**src/rtl/pattern_matcher.sv**
```systemverilog
module pattern_matcher #(
  parameter int W  = 8,
  localparam int IW = $clog2(W)
) (
  input  logic          clk,
  input  logic          rst_n,
  input  logic [W-1:0]  pins,
  input  logic          xfer_valid,
  input  logic          cfg_we,
  input  logic [1:0]    cfg_addr,
  input  logic [W-1:0]  cfg_wdata,
  input  logic          ack,
  input  logic          err_clr,
  output logic [W-1:0]  data_out,
  output logic          pmf,
  output logic          ip,
  output logic          err,
  output logic          irq,
  output logic [IW-1:0] vec
);

  logic [W-1:0]  pol_q, trn_q, msk_q, prev_q, hold_q;
  logic [1:0]    mode_q;
  logic          lpm_q, ioe_q, only_q;
  logic [W-1:0]  hit, care;
  logic          match_now, evt;
  logic [IW-1:0] top_idx;

  always_ff @(posedge clk or negedge rst_n) begin
    if (!rst_n) begin
      pol_q  <= '0;
      trn_q  <= '0;
      msk_q  <= '0;
      mode_q <= 2'b00;
      lpm_q  <= 1'b0;
      ioe_q  <= 1'b0;
      only_q <= 1'b0;
    end else if (cfg_we) begin
      case (cfg_addr)
        2'd0: pol_q <= cfg_wdata;
        2'd1: trn_q <= cfg_wdata;
        2'd2: msk_q <= cfg_wdata;
        default: begin
          mode_q <= cfg_wdata[1:0];
          lpm_q  <= cfg_wdata[2];
          ioe_q  <= cfg_wdata[3];
          only_q <= cfg_wdata[4];
        end
      endcase
    end
  end

  for (genvar i = 0; i < W; i++) begin : g_lane
    always_comb begin
      case ({pol_q[i], trn_q[i], msk_q[i]})
        3'b010:  hit[i] = pins[i] ^ prev_q[i];
        3'b100:  hit[i] = ~pins[i];
        3'b101:  hit[i] = pins[i];
        3'b110:  hit[i] = prev_q[i] & ~pins[i];
        3'b111:  hit[i] = ~prev_q[i] & pins[i];
        default: hit[i] = 1'b0;
      endcase
    end
    assign care[i] = pol_q[i] | (trn_q[i] & ~msk_q[i]);
  end

  always_comb begin
    top_idx = '0;
    for (int i = 0; i < W; i++)
      if (hit[i] & care[i]) top_idx = IW'(i);
  end

  always_comb begin
    case (mode_q)
      2'b01:   match_now = (|care) & (&(hit | ~care));
      2'b10,
      2'b11:   match_now = |(hit & care);
      default: match_now = 1'b0;
    endcase
  end

  assign evt = match_now & (~only_q | xfer_valid);

  always_ff @(posedge clk or negedge rst_n) begin
    if (!rst_n) begin
      prev_q <= '0;
      hold_q <= '0;
      pmf    <= 1'b0;
      ip     <= 1'b0;
      err    <= 1'b0;
      vec    <= '0;
    end else begin
      prev_q <= pins;
      pmf    <= match_now;
      if (ack)
        ip <= 1'b0;
      else if (evt && !ip) begin
        ip     <= 1'b1;
        hold_q <= pins;
        vec    <= (mode_q == 2'b11) ? top_idx : '0;
      end
      if (err_clr)
        err <= 1'b0;
      else if (evt && ip)
        err <= 1'b1;
    end
  end

  assign data_out = (lpm_q && ip) ? hold_q : pins;
  assign irq      = ip | (err & ioe_q);

endmodule

```
**config.mk**
```make
export PLATFORM = sky130hd
export DESIGN_NAME = pattern_matcher
export DESIGN_NICKNAME = d
export VERILOG_FILES = /design/src/rtl/pattern_matcher.sv
export SDC_FILE = /design/constraint.sdc
export NUM_CORES = 1
export LEC_CHECK = 0
export ABC_AREA = 1
export BUFFER_PORTS_ARGS = -buffer_cell sky130_fd_sc_hd__buf_2
export CORE_AREA = 2 2 105 107
export CTS_BUF_LIST = sky130_fd_sc_hd__clkbuf_8
export DETAILED_ROUTE_END_ITERATION = 16
export DIE_AREA = 0 0 107 109
export GPL_ROUTABILITY_DRIVEN = 0
export GPL_TIMING_DRIVEN = 0
export PLACE_DENSITY = 0.59
export SYNTH_ARGS = -nofsm -noshare
export SYNTH_HDL_FRONTEND = slang
export SYNTH_SLANG_ARGS = --single-unit
```
**constraint.sdc**
```tcl
create_clock -name clk -period 2.6 [get_ports clk]
set_clock_uncertainty 0.2 [all_clocks]
set_input_delay 0.52 -clock clk [delete_from_list [all_inputs] [get_ports clk]]
set_output_delay 0.52 -clock clk [all_outputs]
set_load 0.03 [all_outputs]
```
==> results.toml <==
[synthesis]
syn_inst = 440
ys_seq_area_share_pct = 38.35
synth.distinct_cells = 26
syn_avg_cell_area_um2 = 7.564
ys_ff_latch = 51
synth_area_um2 = 3328
synth_warnings = 0
synth_top_area_share_pct = 38.35
syn-num-nets = 480
yosysTopAreaCell = "dfrtp_1"
synthTopCellsByArea = "dfrtp_1, nand2_1, ha_1"

[sta]
finalSetupTns_ps = 0
slew_headroom_pct = 19.32
fin_crit_ps = 2402
finalSetupViolations = 0
rsz0062_at_grt = "no"
timing.final.crit_share_pct = 92.37
finalHoldViolCount = 0
slew_viol_final = 0
worst_slew_pin_slew_ps = 1210
fmax_ghz = 0.4164

[drt]
via_per_inst = 4.666
vias = 2916
drt_iter0_drc = 144
drc = 0
routed_wl_mm = 8.115
wire_per_inst_um = 12.98
ant_nets = 0
first_pass_iters = 4

[power]
power_density_nw_per_um2 = 688.1
p_leak_nw = 1.963
irDropWorstVdd_uv = 287.3

[worst_setup_path]
end_kind = "primary output"
max_stage_delay_ps = 460
worst-path-stages = 4
crit_type = "reg -> out"
worstPathArrival_ps = 1680
r2r_cells = 12
cp-start-kind = "flop"
critPathTopFamily = "flip-flops"
critPathBufInv = 1
crit_required_ps = 1880
cp_max_fo = 16
cp_cell_sequence = "nand2_2, nor2_1, a21oi_1, buf_2"
cpMaxStageDelayCell = "dfrtp_1"

[floorplan]
die_area_um2 = 11660
coreArea_um2 = 10600
rows = 38
die_h_um = 109
start_util_pct = 31.39
io_pins = 39
die_w_um = 107

[grt]
grt_start_max_net_pins = 52
grt_pass1_wl_mm = 13.12
grt_pass1_vias = 2696
antenna_found_initial = 0
grt_overflow_total = 0
grt_util_all_layers_pct = 14.47

[outcome]
outcome = "finished, final reports clean"

[clocking]
cts_buffers = 5
cts.path.max_buffers = 2
cts_root_buffer = "clkbuf_8"
clk_pin_slew_ps = 100
clock-sinks = 51
cts_max_level = 2
cts_tree = "built"
clk_latency_ps = 320

[finish]
nets = 524
multi_input_area_um2 = 1708
drive_gt1_share_pct = 24.12
design_area_um2 = 3805
post-route-util_pct = 35.89
antennaDiodeCount = 0
area_delta_synth_final_pct = 14.32
seqCellArea_um2 = 1276
nFillCells = 1135

[worst_hold_path]
hold_path_depth = 2
hold_path.class = "in -> reg"

[placement]
post-dp-hpwl_mm = 6.157
io_buffers = 38
post_dp_cell_area_um2 = 3694

[job]
cap_violations = 0
## synthesized netlist by cell type (all sizes together)
master  count
nand4      20
nand3b      6
xnor2       5
nor2       42
o21ai      48
buf        12
nand2     113
inv        64
dfrtp      51
nand3      38
clkinv      1
clkbuf      4
a21oi      20
ha         16
## routing by layer
| layer | vias up | routed length (um) | track usage (%) |
|---|---|---|---|
| li1 | 1499 | - | - |
| met1 | 1342 | 3901 | 18.85 |
| met2 | 61 | 3839 | 24.89 |
| met3 | 14 | 215 | 2.032 |
| met4 | 0 | 158 | 4.638 |
| met5 | - | 0 | 0 |
## cell type report
cell class	count	share of cell area [%]
buffer	15	2.598
clock buffer	5	1.809
clock inverter	3	1.151
inverter	65	6.412
multi-input combinational	308	44.89
sequential	51	33.54
tap	140	4.604
timing repair buffer	38	4.998
## logic make-up (layout without fill, tap and decap cells)
| logic type | Yosys count | count (layout) | share of synthesized area, % |
|---|---|---|---|
| simple gates | 219 | 219 | 31.77 |
| compound gates | 68 | 68 | 12.14 |
| flops | 51 | 51 | 38.35 |
| fa+ha+maj | 16 | 16 | 6.015 |
| xor+xnor | 5 | 5 | 1.316 |
| buf+inv | 81 | 126 | 10.41 |
## per-stage QoR
step | power [mW] | instances | worst slack, ps | hold WS, ps
floorplan | 1.815 | 440 | 329.9 | 24.41
global placement | 2.035 | 618 | 72.85 | 266.9
detailed placement | 2.068 | 618 | 49.71 | 269.6
CTS | 2.645 | 626 | 51.80 | 133.0
global route | 2.803 | 625 | 99.76 | 120.4
finish | 2.618 | 625 | 198.5 | 133.9
## power breakdown
| group | internal, mW | switching (mW) | total [mW] |
|---|---|---|---|
| Sequential | 0.952 | 0.130 | 1.08 |
| Combinational | 0.350 | 0.613 | 0.964 |
| Clock | 0.287 | 0.286 | 0.573 |
| Total | 1.59 | 1.03 | 2.62 |
## repair_timing
| action | in CTS | in global routing |
|---|---|---|
| hold buffers | 0 | 0 |
| setup buffers | 0 | 0 |
| gates cloned | 0 | 0 |
| setup endpoints to repair | 8 | 1 |
| resized for setup | 2 | 0 |
## flip-flops by register name (all words and copies together), names as in the netlist
signal  flops
ip          1
pmf         1
vec         3
msk_q       8
mode_q      2
err         1
trn_q       8
lpm_q       1
only_q      1
prev_q      8
hold_q      8
ioe_q       1
pol_q       8
## layout by cell type (no fill, tap or decap)
master,Yosys,routed
a21oi_1,17,17
nand3b_1,6,6
nand3_4,1,1
nand2_4,2,2
inv_1,53,53
bufinv_16,0,1
clkbuf_8,0,5
o21ai_1,3,3
nand2_2,16,17
o21ai_2,14,14
buf_4,6,6
inv_2,11,11
clkinv_4,0,1
a21oi_2,3,3
ha_1,16,16
o21ai_0,31,31
nand4_1,20,20
xnor2_1,5,5
buf_2,4,42
buf_6,2,2
clkbuf_1,4,3
dfrtp_1,51,51
nand2_1,95,94
nor2_1,33,33
nor2_2,6,6
nand3_2,2,2
clkinv_1,1,1
clkinv_2,0,1
nor2_4,3,3
nand3_1,35,35
## path summary, 6_finish.rpt
check / slack, ps / end / startpoint
worst max-delay path: 200 / data_out[4] / ip
worst min-delay path: 130 / err / err_clr
worst max register to register: 420 / vec[2] / prev_q[4]
worst min register to register: 290 / vec[2] / vec[2]
max in group asynchronous: 1200 / msk_q[1] / rst_n
min in group asynchronous: 220 / err / rst_n
Note: power is estimated with default switching activity, not from simulation.
